**src/rtl/ecp_host_pkg.sv**
```systemverilog
// Shared types for the ECP host channel.
// Assumes: one clock domain; cable inputs are synchronized before use.
package ecp_host_pkg;

    typedef enum logic [3:0] {
        ST_IDLE,      // forward idle, bus driven
        ST_F_SETUP,   // byte and tag presented, strobe still high
        ST_F_STROBE,  // strobe low, waiting for peripheral ack high
        ST_F_RELEASE, // strobe high, waiting for peripheral ack low
        ST_TURN,      // bus released, request not yet asserted
        ST_R_GRANT,   // request low, waiting for grant
        ST_R_WAIT,    // granted, waiting for peripheral strobe low
        ST_R_ACK,     // host ack high, waiting for peripheral strobe high
        ST_R_EXIT     // request high, waiting for grant to lift
    } ecp_state_e;

    // index of each synchronized cable input
    localparam int SY_ACK   = 0;
    localparam int SY_PCLK  = 1;
    localparam int SY_GRANT = 2;
    localparam int SY_REQ   = 3;
    localparam int SY_XFLAG = 4;
    localparam int SY_W     = 5;

endpackage

```
**src/rtl/ecp_sync.sv**
```systemverilog
// Two-flop synchronizer bank, one chain per bit.
// Assumes: inputs are level signals slower than two clock cycles.
module ecp_sync #(
    parameter int          W       = 5,
    parameter logic [W-1:0] RST_VAL = '0
) (
    input  logic         clk,
    input  logic         rst_n,
    input  logic [W-1:0] d_i,
    output logic [W-1:0] q_o
);

    for (genvar g = 0; g < W; g++) begin : g_bit
        logic meta_q;
        logic sync_q;

        // two-stage capture of one asynchronous line
        always_ff @(posedge clk) begin
            if (!rst_n) begin
                meta_q <= RST_VAL[g];
                sync_q <= RST_VAL[g];
            end else begin
                meta_q <= d_i[g];
                sync_q <= meta_q;
            end
        end

        assign q_o[g] = sync_q;
    end

endmodule

```
**src/rtl/ecp_wait_timer.sv**
```systemverilog
// Cycle counter for one handshake wait; flags expiry past the limit.
// Assumes: clear_i pulses when the controller changes state.
module ecp_wait_timer #(
    parameter int TW = 16
) (
    input  logic          clk,
    input  logic          rst_n,
    input  logic          run_i,
    input  logic          clear_i,
    input  logic [TW-1:0] limit_i,
    output logic          expired_o
);

    logic [TW-1:0] cnt_q;

    // count cycles spent in the current wait, saturating
    always_ff @(posedge clk) begin
        if (!rst_n) begin
            cnt_q <= '0;
        end else if (clear_i || !run_i) begin
            cnt_q <= '0;
        end else if (cnt_q != '1) begin
            cnt_q <= cnt_q + 1'b1;
        end
    end

    assign expired_o = run_i && (limit_i != '0) && (cnt_q >= limit_i);

endmodule

```
**src/rtl/ecp_host_port.sv**
```systemverilog
// Host end of an ECP-style byte channel: forward and reverse two-phase
// handshakes, bus turnaround by request/grant, per-wait timeouts.
// Assumes: peripheral holds reverse data until host ack falls.
module ecp_host_port
    import ecp_host_pkg::*;
#(
    parameter int DW = 8,
    parameter int TW = 16
) (
    input  logic          clk,
    input  logic          rst_n,
    input  logic [TW-1:0] cfg_timeout_i,
    input  logic          rev_mode_i,
    input  logic          fwd_valid_i,
    output logic          fwd_ready_o,
    input  logic [DW-1:0] fwd_byte_i,
    input  logic          fwd_is_data_i,
    output logic          rev_valid_o,
    output logic [DW-1:0] rev_byte_o,
    output logic          rev_is_data_o,
    output logic          err_o,
    output logic          periph_req_o,
    output logic          xflag_o,
    output logic          host_clk_o,
    output logic          host_ack_o,
    output logic          active_o,
    output logic          rev_req_n_o,
    input  logic          periph_ack_i,
    input  logic          periph_clk_i,
    input  logic          ack_rev_n_i,
    input  logic          periph_req_n_i,
    input  logic          xflag_i,
    output logic [DW-1:0] pd_o,
    input  logic [DW-1:0] pd_i,
    output logic          pd_oe_o
);

    localparam logic [SY_W-1:0] SYNC_RST = 5'b01110; // ack0 pclk1 grant1 req1 xflag0

    ecp_state_e    state_q, state_d;
    logic [SY_W-1:0] sy;
    logic          ack_s, pclk_s, grant_n_s;
    logic          in_wait, tmo;
    logic          fwd_take;
    logic [DW-1:0] fbyte_q, rbyte_q;
    logic          ftag_q, rtag_q, rvalid_q, err_q;

    ecp_sync #(.W(SY_W), .RST_VAL(SYNC_RST)) u_sync (
        .clk   (clk),
        .rst_n (rst_n),
        .d_i   ({xflag_i, periph_req_n_i, ack_rev_n_i, periph_clk_i, periph_ack_i}),
        .q_o   (sy)
    );

    assign ack_s        = sy[SY_ACK];
    assign pclk_s       = sy[SY_PCLK];
    assign grant_n_s    = sy[SY_GRANT];
    assign periph_req_o = ~sy[SY_REQ];
    assign xflag_o      = sy[SY_XFLAG];

    // decide which states count as bounded waits
    always_comb begin
        unique case (state_q)
            ST_F_STROBE, ST_F_RELEASE, ST_R_GRANT, ST_R_ACK, ST_R_EXIT: in_wait = 1'b1;
            default: in_wait = 1'b0;
        endcase
    end

    ecp_wait_timer #(.TW(TW)) u_timer (
        .clk       (clk),
        .rst_n     (rst_n),
        .run_i     (in_wait),
        .clear_i   (state_d != state_q),
        .limit_i   (cfg_timeout_i),
        .expired_o (tmo)
    );

    assign fwd_ready_o = (state_q == ST_IDLE) && !rev_mode_i && !ack_s;
    assign fwd_take    = fwd_valid_i && fwd_ready_o;

    // next-state decision for both directions
    always_comb begin
        state_d = state_q;
        unique case (state_q)
            ST_IDLE:      if (rev_mode_i) state_d = ST_TURN;
                          else if (fwd_take) state_d = ST_F_SETUP;
            ST_F_SETUP:   state_d = ST_F_STROBE;
            ST_F_STROBE:  if (tmo) state_d = ST_IDLE;
                          else if (ack_s) state_d = ST_F_RELEASE;
            ST_F_RELEASE: if (tmo || !ack_s) state_d = ST_IDLE;
            ST_TURN:      state_d = ST_R_GRANT;
            ST_R_GRANT:   if (tmo) state_d = ST_IDLE;
                          else if (!rev_mode_i) state_d = ST_R_EXIT;
                          else if (!grant_n_s) state_d = ST_R_WAIT;
            ST_R_WAIT:    if (!rev_mode_i) state_d = ST_R_EXIT;
                          else if (!pclk_s) state_d = ST_R_ACK;
            ST_R_ACK:     if (tmo) state_d = ST_IDLE;
                          else if (pclk_s) state_d = ST_R_WAIT;
            ST_R_EXIT:    if (tmo || grant_n_s) state_d = ST_IDLE;
            default:      state_d = ST_IDLE;
        endcase
    end

    // state register
    always_ff @(posedge clk) begin
        if (!rst_n) state_q <= ST_IDLE;
        else        state_q <= state_d;
    end

    // forward byte and tag holding registers
    always_ff @(posedge clk) begin
        if (!rst_n) begin
            fbyte_q <= '0;
            ftag_q  <= 1'b1;
        end else if (fwd_take && !rev_mode_i) begin
            fbyte_q <= fwd_byte_i;
            ftag_q  <= fwd_is_data_i;
        end
    end

    // reverse tag, byte capture and delivery pulse
    always_ff @(posedge clk) begin
        if (!rst_n) begin
            rtag_q   <= 1'b0;
            rbyte_q  <= '0;
            rvalid_q <= 1'b0;
        end else begin
            rvalid_q <= 1'b0;
            if (state_q == ST_R_WAIT && state_d == ST_R_ACK) rtag_q <= ack_s;
            if (state_q == ST_R_ACK && !tmo && pclk_s) begin
                rbyte_q  <= pd_i;
                rvalid_q <= 1'b1;
            end
        end
    end

    // timeout error pulse
    always_ff @(posedge clk) begin
        if (!rst_n) err_q <= 1'b0;
        else        err_q <= tmo;
    end

    // cable line decode from state
    always_comb begin
        host_clk_o  = (state_q != ST_F_STROBE);
        rev_req_n_o = !(state_q inside {ST_R_GRANT, ST_R_WAIT, ST_R_ACK});
        pd_oe_o     = (state_q inside {ST_IDLE, ST_F_SETUP, ST_F_STROBE, ST_F_RELEASE});
        host_ack_o  = pd_oe_o ? ftag_q : (state_q == ST_R_ACK);
        active_o    = (state_q != ST_IDLE);
    end

    assign pd_o          = fbyte_q;
    assign rev_valid_o   = rvalid_q;
    assign rev_byte_o    = rbyte_q;
    assign rev_is_data_o = rtag_q;
    assign err_o         = err_q;

    // ---------------- assertions ----------------
    a_r6_bus_off_in_rev: assert property (@(posedge clk) disable iff (!rst_n)
        !rev_req_n_o |-> !pd_oe_o);

    a_r6_release_first: assert property (@(posedge clk) disable iff (!rst_n)
        $fell(rev_req_n_o) |-> $past(!pd_oe_o));

    a_r2_setup_stable: assert property (@(posedge clk) disable iff (!rst_n)
        $fell(host_clk_o) || (!host_clk_o && $past(!host_clk_o))
        |-> ($stable(pd_o) && $stable(host_ack_o) && pd_oe_o));

    a_r3_rise_after_ack: assert property (@(posedge clk) disable iff (!rst_n)
        $rose(host_clk_o) |-> ($past(ack_s) || $past(tmo)));

    a_r7_rev_only_granted: assert property (@(posedge clk) disable iff (!rst_n)
        rev_valid_o |-> $past(!rev_req_n_o));

    a_r5_active_in_xfer: assert property (@(posedge clk) disable iff (!rst_n)
        (!host_clk_o || !rev_req_n_o) |-> active_o);

    a_r11_err_one_cycle: assert property (@(posedge clk) disable iff (!rst_n)
        err_o |=> !err_o);

    a_r12_off_no_err: assert property (@(posedge clk) disable iff (!rst_n)
        $past(cfg_timeout_i == '0) |-> !err_o);

endmodule

```
**config.mk**
```make
export PLATFORM = sky130hd
export DESIGN_NAME = ecp_host_port
export DESIGN_NICKNAME = d
export VERILOG_FILES = /design/src/rtl/ecp_host_pkg.sv /design/src/rtl/ecp_sync.sv /design/src/rtl/ecp_wait_timer.sv /design/src/rtl/ecp_host_port.sv
export SDC_FILE = /design/constraint.sdc
export NUM_CORES = 1
export LEC_CHECK = 0
export ABC_AREA = 1
export CAP_MARGIN = 0
export CORE_MARGIN = 4
export CORE_UTILIZATION = 54
export CTS_CLUSTER_DIAMETER = 50
export DETAILED_ROUTE_END_ITERATION = 12
export PLACE_DENSITY = 0.87
export SLEW_MARGIN = 20
export SYNTH_ARGS = -nofsm -noshare
export SYNTH_HDL_FRONTEND = slang
export SYNTH_HIERARCHICAL = 1
export SYNTH_SLANG_ARGS = --single-unit
export TNS_END_PERCENT = 10
```
**constraint.sdc**
```tcl
create_clock -name clk -period 5.5 [get_ports clk]
set_input_delay 1.1 -clock clk [delete_from_list [all_inputs] [get_ports clk]]
set_output_delay 1.1 -clock clk [all_outputs]
set_load 0.02 [all_outputs]
```
# Word level (Yosys, flattened, before mapping)
# Index checks and enable logic that the tools add are counted.
dict set report totals {
  reg_bits 50
  inputBits 42
  word_cells 75
}
dict set report classes {
  n_addsub 1
  order_cmp 1
  eq_ne 12
  muxes 17
  bitwise 2
  reduce_logical 24
}
# cell n
set ops {}
lappend ops {{$mux 4} 13}
lappend ops {{$pmux 4 s9} 1}
lappend ops {{$eq 4x3->1 const B} 5}
lappend ops {{$add 16x1->16 const B} 1}
lappend ops {{$ge 16x16->1} 1}
lappend ops {{$ne 16x16->1 const B} 1}
lappend ops {{$reduce_bool 16->1} 1}
lappend ops {{$logic_and 1x1->1} 9}
lappend ops {{$eq 4x2->1 const B} 2}
lappend ops {{$reduce_bool 4->1} 2}
lappend ops {{$logic_not 1->1} 5}
lappend ops {{$reduce_or 5->1} 1}
lappend ops {{$eq 4x1->1 const B} 1}
lappend ops {{$eq 4x4->1 const B} 1}
lappend ops {{$logic_not 4->1} 1}
lappend ops {{$ne 4x2->1 const B} 1}
lappend ops {{$ne 4x4->1} 1}
lappend ops {{$logic_or 1x1->1} 3}
lappend ops {{$mux 1} 3}
lappend ops {{$reduce_bool 3->1} 1}
lappend ops {{$not 1->1} 2}
lappend ops {{$reduce_or 2->1} 1}

# Longest topological paths before layout
# Gate-level depths: netlist of the first run.
dict set report depth {
  depth_word 11
  depth_mapped 25
  depth_no_buf 25
}

# By module
# The synthesis of the first run kept the hierarchy.
# mod instances cells_each area_each_um2 seq_area_each_um2
set by_module_without_submodules {}
lappend by_module_without_submodules {ecp_wait_timer 1 205 1332.5 320.3}
lappend by_module_without_submodules {ecp_host_port 1 181 1214.9 480.5}
lappend by_module_without_submodules {ecp_sync 1 36 324.1 200.2}

# Least setup slack after synthesis of the first run
# Ideal clock, no wire load.
dict set report synth_path {
  path_type {input port to flip-flop}
  start {input cfg_timeout_i[11]}
  end {register u_timer.cnt_q[2]}
  arrival_time_ns 3.310
  t_required_ns 5.426
  setup_slack_ns 2.116
  path_stages 21
  n_path_buf 0
  path_cell_list {inv_1 -> ha_1 -> nand2_1 -> o21bai_1 -> a21oi_1 -> nor2_1 -> a21oi_1 -> inv_1 -> nand2_1 -> nand2_1 -> nand3_1 -> nand2_2 -> nor2_4 -> nand2_1 -> nand2_1 -> nand2_1 -> nor2_2 -> nand2_1 -> nor2_4 -> inv_1 -> a31oi_1}
}
dict set report synth_between {
  elab_chain_cells 9
  word_cells_on_any_way 15
}
# item line_no
set synth_rtl {}
lappend synth_rtl {{from (decl)} ecp_host_port.sv:12} ;# input logic [TW-1:0] cfg_timeout_i,
lappend synth_rtl {{branches (longest 2 deep; another with $ge 16x16->1)} -}
lappend synth_rtl {{$logic_and 1x1->1 *} ecp_wait_timer.sv:27} ;# assign expired_o = run_i && (limit_i != '0) && (cnt_q >= limit_i);
lappend synth_rtl {{named net tmo} ecp_host_port.sv:43} ;# logic in_wait, tmo;
lappend synth_rtl {{$logic_or 1x1->1, on equally long branches} {ecp_host_port.sv:99, ecp_host_port.sv:90}}
lappend synth_rtl {{$mux 4, on equally long branches} {ecp_host_port.sv:99, ecp_host_port.sv:90}}
lappend synth_rtl {{$pmux 4 s9 *} ecp_host_port.sv:84} ;# unique case (state_q)
lappend synth_rtl {{$ne 4x4->1 *} ecp_host_port.sv:73} ;# .clear_i (state_d != state_q),
lappend synth_rtl {{$logic_or 1x1->1 *} ecp_wait_timer.sv:20} ;# end else if (clear_i || !run_i) begin
lappend synth_rtl {{$reduce_or 2->1 (no line) *} -}
lappend synth_rtl {{to (signal assigned)} ecp_wait_timer.sv:23} ;# cnt_q <= cnt_q + 1'b1;
lappend synth_rtl {{to (decl)} ecp_wait_timer.sv:14} ;# logic [TW-1:0] cnt_q;
# Mark *: on every way through the listed nets, which the timed path passes.
# A chain may end at the register's enable or synchronous reset.

# Worst setup path after layout of the first run
dict set report layout_path {
  start {input cfg_timeout_i[11]}
  end {register u_timer.cnt_q[10]}
}
# The elaborated chain is that of the path after synthesis.

==> results_dict.tcl, run 1 <==
set metrics [dict create \
    grt_pass1_vias 2642 \
    syn2layout_area_growth_pct 27.02 \
    fmax_ghz 0.2483 \
    finalClockSkew_ns 0.007513 \
    grt_pass1_wl_um 11010 \
    cts.sinks 50 \
    ys_types 31 \
    busiest_layer "met2" \
    clk_latency_ns 0.30 \
    core_area_um2 5140 \
    io_buffers 68 \
    worstHoldPathType "reg2reg" \
    cts_tree "done" \
    crit_arrival_ns 4.26 \
    drtIter0Drc 183 \
    gp_congestion 0.9180 \
    dpl.hpwl_um 5262 \
    viasPerCell 4.978 \
    post-route-period-util 0.7324 \
    die-area_um2 6548 \
    worst_pin_slew_ns 0.7195 \
    htree_levels 2 \
    syn-num-nets 481 \
    vias 2773 \
    avgSynthCellArea_um2 6.805 \
    drive_gt1_frac 0.06776 \
    die_y_um 80.92 \
    use_met3 0.04324 \
    path_cells "clkdlybuf4s50_1 > inv_1 > ha_1 > nand2_1 > o21bai_1 > a21oi_1 > nor2_1 > a21oi_1 > inv_1 > nand2_1 > inv_1 > nand3_1 > nand2_1 > nor2_2 > nand3_1 > nand2_1 > nand2_1 > nor2_2 > nand2_1 > nor2_4 > inv_1 > a31oi_1" \
    clkSlewWorstSetupHoldPaths_ns 0.09 \
    seq_area_um2 1001 \
    cpMostUsedCell "nand2_1" \
    outcome "finished clean" \
    fin_crit_ns 4.028 \
    finalHoldViolations 0 \
    grt-ovfl-total 0 \
    root_buffer "clkbuf_8" \
    cap_violations 0 \
    ys_seq_elements 50 \
    cpMaxStageDelayCell "clkdlybuf4s50_1" \
    start_util 0.5587 \
    cp-end-kind "flop" \
    hold_slack_ns 0.4030 \
    setup_tns_ns 0 \
    placementRows 26 \
    n_fill_cell 413 \
    grt_max_degree 23 \
    wl_per_cell_um 11.86 \
    netlist_area_um2 2872 \
    postCtsHoldBufs 0 \
    slew_violations 0 \
    finalSetupViolCount 0 \
    drt-pass1-iter-count 4 \
    postCtsSetupBuffers 0 \
    grt_util_all_layers 0.2097 \
    ys_warn_count 6 \
    start_kind "primary input" \
    synth_seq_area_share 0.3486 \
    final_nets 545 \
    max-vdd-ir-drop_v 0.0002618 \
    multi_input_area_um2 1520 \
    rsz0062_at_grt "false" \
    pwr_density_cell_nw_per_um2 276.9 \
    cts_inserted_buffers 5 \
    fp.dieW_um 80.92 \
    num_io_pins 69 \
    grt_use_met1 0.2433 \
    cp_max_fo 10 \
    path_buf_inv 5 \
    slew_headroom 0.5188 \
    routed_wl_um 6606 \
    critPathRequiredTime_ns 5.73 \
    antenna_left 0 \
    worstSetupPathType "in2reg" \
    synthCells 422 \
    cp_top_family "simple AND/OR/NAND/NOR gates" \
    antenna_found_initial 0 \
    p_leak_nw 1.682 \
    power_w 0.001010 \
    grt_use_met2 0.3785 \
    ctsResizeCount 0 \
    route.detailed.drc 0 \
    max_stage_delay_ns 0.47 \
    cts_max_path_buffers 2 \
    n_antenna_cell 0 \
]
-- layout make-up --
class / count / area share
tap: 70 / 0.02401
sequential: 50 / 0.2744
multi-input combinational: 290 / 0.4168
clock inverter: 1 / 0.001372
timing repair buffer: 68 / 0.1866
clock buffer: 7 / 0.02367
inverter: 71 / 0.07307
-- power by group --
group / internal, W / switching (W) / total (W)
sequential: 0.000390 / 0.0000307 / 0.000421
combinational: 0.000160 / 0.000215 / 0.000375
clock: 0.000102 / 0.000113 / 0.000214
total: 0.000651 / 0.000359 / 0.00101
-- layer usage --
layer  vias to the layer above  share of wire
met5                         -              0
met4                         0          0.020
met3                        14          0.061
met2                        77           0.49
met1                      1217           0.43
li1                       1465              -
-- worst reg2reg max path, cell delays in order (launching register included) --
cell,delay (ns)
dfxtp_1,0.40
nor2_1,0.22
inv_1,0.08
nor3_1,0.20
a21oi_1,0.07
o21ai_0,0.16
nand2_1,0.09
a21oi_1,0.43
inv_1,0.18
nand2_1,0.14
inv_1,0.05
nand3_1,0.06
nand2_1,0.06
nor2_2,0.12
nand3_1,0.09
nand2_1,0.07
nand2_1,0.06
nor2_2,0.07
nand2_1,0.08
nor2_4,0.18
inv_1,0.18
a31oi_1,0.18
-- registers in the layout, indices dropped and copies added, names as in the netlist --
register,cells
err_o,1
ftag_q,1
pd_o,8
rev_byte_o,8
rev_is_data_o,1
rev_valid_o,1
state_q,4
u_sync/g_bit.meta_q,5
u_sync/g_bit.sync_q,5
u_timer/cnt_q,16
-- synthesized netlist by cell type --
master,n,share of area
o21ai_0,6,0.010
or2_1,1,0.0022
o21ai_1,9,0.016
buf_2,1,0.0017
nand3b_1,2,0.0052
nor2_2,5,0.011
nand3_1,33,0.058
a31oi_1,7,0.015
nor2_4,5,0.020
nor2_1,45,0.059
nor3_4,1,0.0057
nand4_1,9,0.020
or2_2,1,0.0022
buf_6,3,0.012
dfxtp_1,50,0.35
o21a_1,1,0.0026
ha_1,17,0.074
clkinv_1,1,0.0013
o21bai_1,1,0.0026
nand2_2,6,0.013
clkbuf_1,2,0.0026
inv_2,4,0.0052
a21oi_1,23,0.040
nor4_1,2,0.0044
buf_4,5,0.013
nand2_4,2,0.0078
inv_1,66,0.086
nand3_2,2,0.0070
xnor2_1,3,0.0092
nor3_1,7,0.012
nand2_1,102,0.13
-- kinds of logic after synthesis --
logic type / share of synthesized area
DFF: 0.3486
xor gates and xnor gates: 0.009152
AOI/OAI and AO/OA: 0.08671
adders and majority gates: 0.07407
buffers and inverters: 0.1220
and+or+nand+nor: 0.3595
-- metrics by stage --
step | util | cell area, µm² | setup WS, ns | std cells
2_1_floorplan | - | 2872 | 2.116 | 422
3_3_place_gp | 0.6918 | 3556 | 1.278 | 549
3_5_place_dp | 0.6918 | 3556 | 1.181 | 549
4_1_cts | 0.7096 | 3647 | 1.495 | 557
5_1_grt | 0.7096 | 3647 | 1.033 | 557
6_report | 0.7096 | 3647 | 1.472 | 557
-- worst paths after layout --
path | start | end | slack, ns | cells after the start
setup / recovery | cfg_timeout_i[11] | u_timer/cnt_q[10] | 1.47 | 22
hold / removal | u_sync/g_bit[1].meta_q | u_sync/g_bit[1].sync_q | 0.40 | 2
setup reg to reg | state_q[1] | u_timer/cnt_q[10] | 2.28 | 21
hold reg to reg | u_sync/g_bit[1].meta_q | u_sync/g_bit[1].sync_q | 0.40 | 2
-- cell usage in the layout, fill, tap and decap left out, drive strengths merged, types with 3 or more instances in the layout --
cell type / instances
nor3: 8
nand4: 9
nor2: 55
a21oi: 23
clkdlybuf4s50: 68
dfxtp: 50
clkbuf: 7
nand2: 110
nand3: 35
a31oi: 7
o21ai: 15
ha: 17
xnor2: 3
inv: 70
Power figures use the tool's default switching activity.
==> run 2: changes to the inputs <==
--- a/config.mk
+++ b/config.mk
@@ -8,10 +8,10 @@
 export ABC_AREA = 1
 export CAP_MARGIN = 0
 export CORE_MARGIN = 4
-export CORE_UTILIZATION = 54
+export CORE_UTILIZATION = 45
 export CTS_CLUSTER_DIAMETER = 50
 export DETAILED_ROUTE_END_ITERATION = 12
-export PLACE_DENSITY = 0.87
+export PLACE_DENSITY = 0.77
 export SLEW_MARGIN = 20
 export SYNTH_ARGS = -nofsm -noshare
 export SYNTH_HDL_FRONTEND = slang
==> constraint.sdc (replaced) <==
create_clock -name clk -period 3.55 [get_ports clk]
set_input_delay 0.71 -clock clk [delete_from_list [all_inputs] [get_ports clk]]
set_output_delay 0.71 -clock clk [all_outputs]
set_load 0.02 [all_outputs]
==> results_dict.tcl, run 2 (same netlist as run 1, synthesis figures left out) <==
set metrics [dict create \
    die_y_um 87.88 \
    seqPwrFrac 0.396 \
    worstHoldPathType "reg2reg" \
    routed_wl_um 6858 \
    pwr-share-clk 0.245 \
    max_stage_delay_ns 0.49 \
    pwr-share-comb 0.358 \
    drt-pass1-iter-count 5 \
    path_cells "clkdlybuf4s50_1 > inv_1 > ha_1 > nand2_1 > o21bai_1 > a21oi_1 > nor2_1 > a21oi_2 > inv_1 > nand2_1 > inv_1 > nand3_1 > nand2_1 > nor2_2 > nand3_1 > nand2_1 > nand2_1 > nor2_2 > nand2_1 > nor2_4 > inv_1 > a31oi_1" \
    grt_max_degree 15 \
    antenna_left 0 \
    slew_headroom 0.6870 \
    placementRows 28 \
    power_switching_w 0.0005652 \
    final_nets 549 \
    grt-ovfl-total 0 \
    finalClockSkew_ns 0.01041 \
    ff2ff_setup_slack_ns 0.64 \
    n_fill_cell 561 \
    gp_congestion 0.8948 \
    finalSetupViolCount 0 \
    clkSlewWorstSetupHoldPaths_ns 0.09 \
    syn2layout_area_growth_pct 29.15 \
    wl_per_cell_um 12.14 \
    viasPerCell 5.027 \
    grt_util_all_layers 0.1842 \
    clk_latency_ns 0.30 \
    largest_register "u_timer/cnt_q" \
    vias 2840 \
    p_leak_nw 1.711 \
    start_util 0.4738 \
    cp-end-kind "flop" \
    fin_crit_ns 3.298 \
    fp.dieW_um 87.88 \
    rr_startpoint "state_q[1]" \
    die-area_um2 7723 \
    root_buffer "clkbuf_8" \
    finalHoldViolations 0 \
    antenna_found_initial 0 \
    timing.rr.end "u_timer/cnt_q[5]" \
    cts_inserted_buffers 5 \
    num_io_pins 69 \
    min_to "u_sync/g_bit[3].sync_q" \
    cts.sinks 50 \
    worstHoldStart "u_sync/g_bit[3].meta_q" \
    largest_reg_flops 16 \
    dpl.hpwl_um 5391 \
    fmax_ghz 0.3032 \
    htree_levels 2 \
    cts_max_path_buffers 2 \
    n_antenna_cell 0 \
    max-vdd-ir-drop_v 0.0003134 \
    route.detailed.drc 0 \
    outcome "finished clean" \
    slew_violations 0 \
    hold_depth 2 \
    drtIter0Drc 181 \
    cap_violations 0 \
    io_buffers 68 \
    worstSetupPathType "in2reg" \
    crit_arrival_ns 3.52 \
    power.internal_w 0.001080 \
    grt_pass1_vias 2674 \
    placedCellCount 558 \
    rsz0062_at_grt "false" \
    pwr_density_cell_nw_per_um2 443.6 \
    critPathRequiredTime_ns 3.78 \
    cp_max_fo 10 \
    rr_worst_depth 21 \
    cpMaxStageDelayCell "clkdlybuf4s50_1" \
    pre_cts_slack_ns -0.07565 \
    start_kind "primary input" \
    worst_pin_slew_ns 0.4690 \
    fin_ws_ns 0.2517 \
    final_common_cell "nand2_1" \
    grt_pass1_wl_um 11600 \
    drive_gt1_frac 0.07755 \
    cpMostUsedCell "nand2_1" \
    swShare 0.3436 \
    power_w 0.001645 \
    cts_tree "done" \
    post-route-period-util 0.9291 \
    instances_no_fill 565 \
    core_area_um2 6061 \
    final_cell_mix "nand2_1 (102), clkdlybuf4s50_1 (68), inv_1 (66), dfxtp_1 (50), nor2_1 (45)" \
]
run 2: area by class of cell:
type	instances	area [µm²]	share of cell area
tap	75	93.84	0.02530
timing repair buffer	72	710.7	0.1916
clock buffer	6	82.58	0.02227
multi-input combinational	290	1524	0.4109
clock inverter	1	30.03	0.008097
inverter	71	266.5	0.07186
sequential	50	1001	0.2699
run 2: critical path, delay by kind of cell:
kind	cells	cell delay (ns)
AO/OA/AOI/OAI	4	0.65
AND/OR/NAND/NOR	12	1.01
adder cells (fa/ha/maj)	1	0.29
buffers and inverters	5	0.87
run 2: how the worst max path moves through the flow:
stage / cells after the start / slack [ns] / from / end
6_report: 22 / 0.25 / cfg_timeout_i[11] / u_timer/cnt_q[5]
3_3_place_gp: 22 / 0.03 / cfg_timeout_i[11] / u_timer/cnt_q[10]
4_1_cts: 22 / 0.20 / cfg_timeout_i[11] / u_timer/cnt_q[5]
5_1_grt: 22 / 0.006 / cfg_timeout_i[11] / u_timer/cnt_q[5]
3_5_place_dp: 22 / -0.08 / cfg_timeout_i[11] / u_timer/cnt_q[5]
2_1_floorplan: 21 / 0.56 / cfg_timeout_i[11] / u_timer/cnt_q[2]
run 2: metal layers:
| layer | track usage | routed length (µm) |
|---|---|---|
| met1 | 0.2388 | 3026 |
| met2 | 0.3082 | 3175 |
| met3 | 0.06209 | 596 |
| met4 | 0.01953 | 59 |
| met5 | 0 | 0 |
run 2: stage by stage:
stage	area (µm²)	utilization	hold WS, ns	setup TNS [ns]
after floorplan	2872	-	0.3795	0
after global placement	3592	0.5927	0.3819	0
after detailed placement	3592	0.5927	0.3898	-0.2457
after CTS	3705	0.6113	0.4122	0
after global routing	3709	0.6119	0.4327	0
final	3709	0.6119	0.4087	0
run 2: power groups by stage:
| stage | clock, W | sequential, W | combinational, W |
|---|---|---|---|
| finish | 0.000404 | 0.000652 | 0.000589 |
| global route | 0.000435 | 0.000658 | 0.000647 |
| CTS | 0.000415 | 0.000650 | 0.000593 |
| detailed placement | 0 | 0.000663 | 0.000589 |
| global placement | 0 | 0.000663 | 0.000584 |
| floorplan | 0 | 0.000678 | 0.000361 |
run 2: timing repair:
item,CTS,global route
hold buffers,0,0
setup endpoints to repair,0,10
buffers inserted,0,0
gates resized for setup,0,1
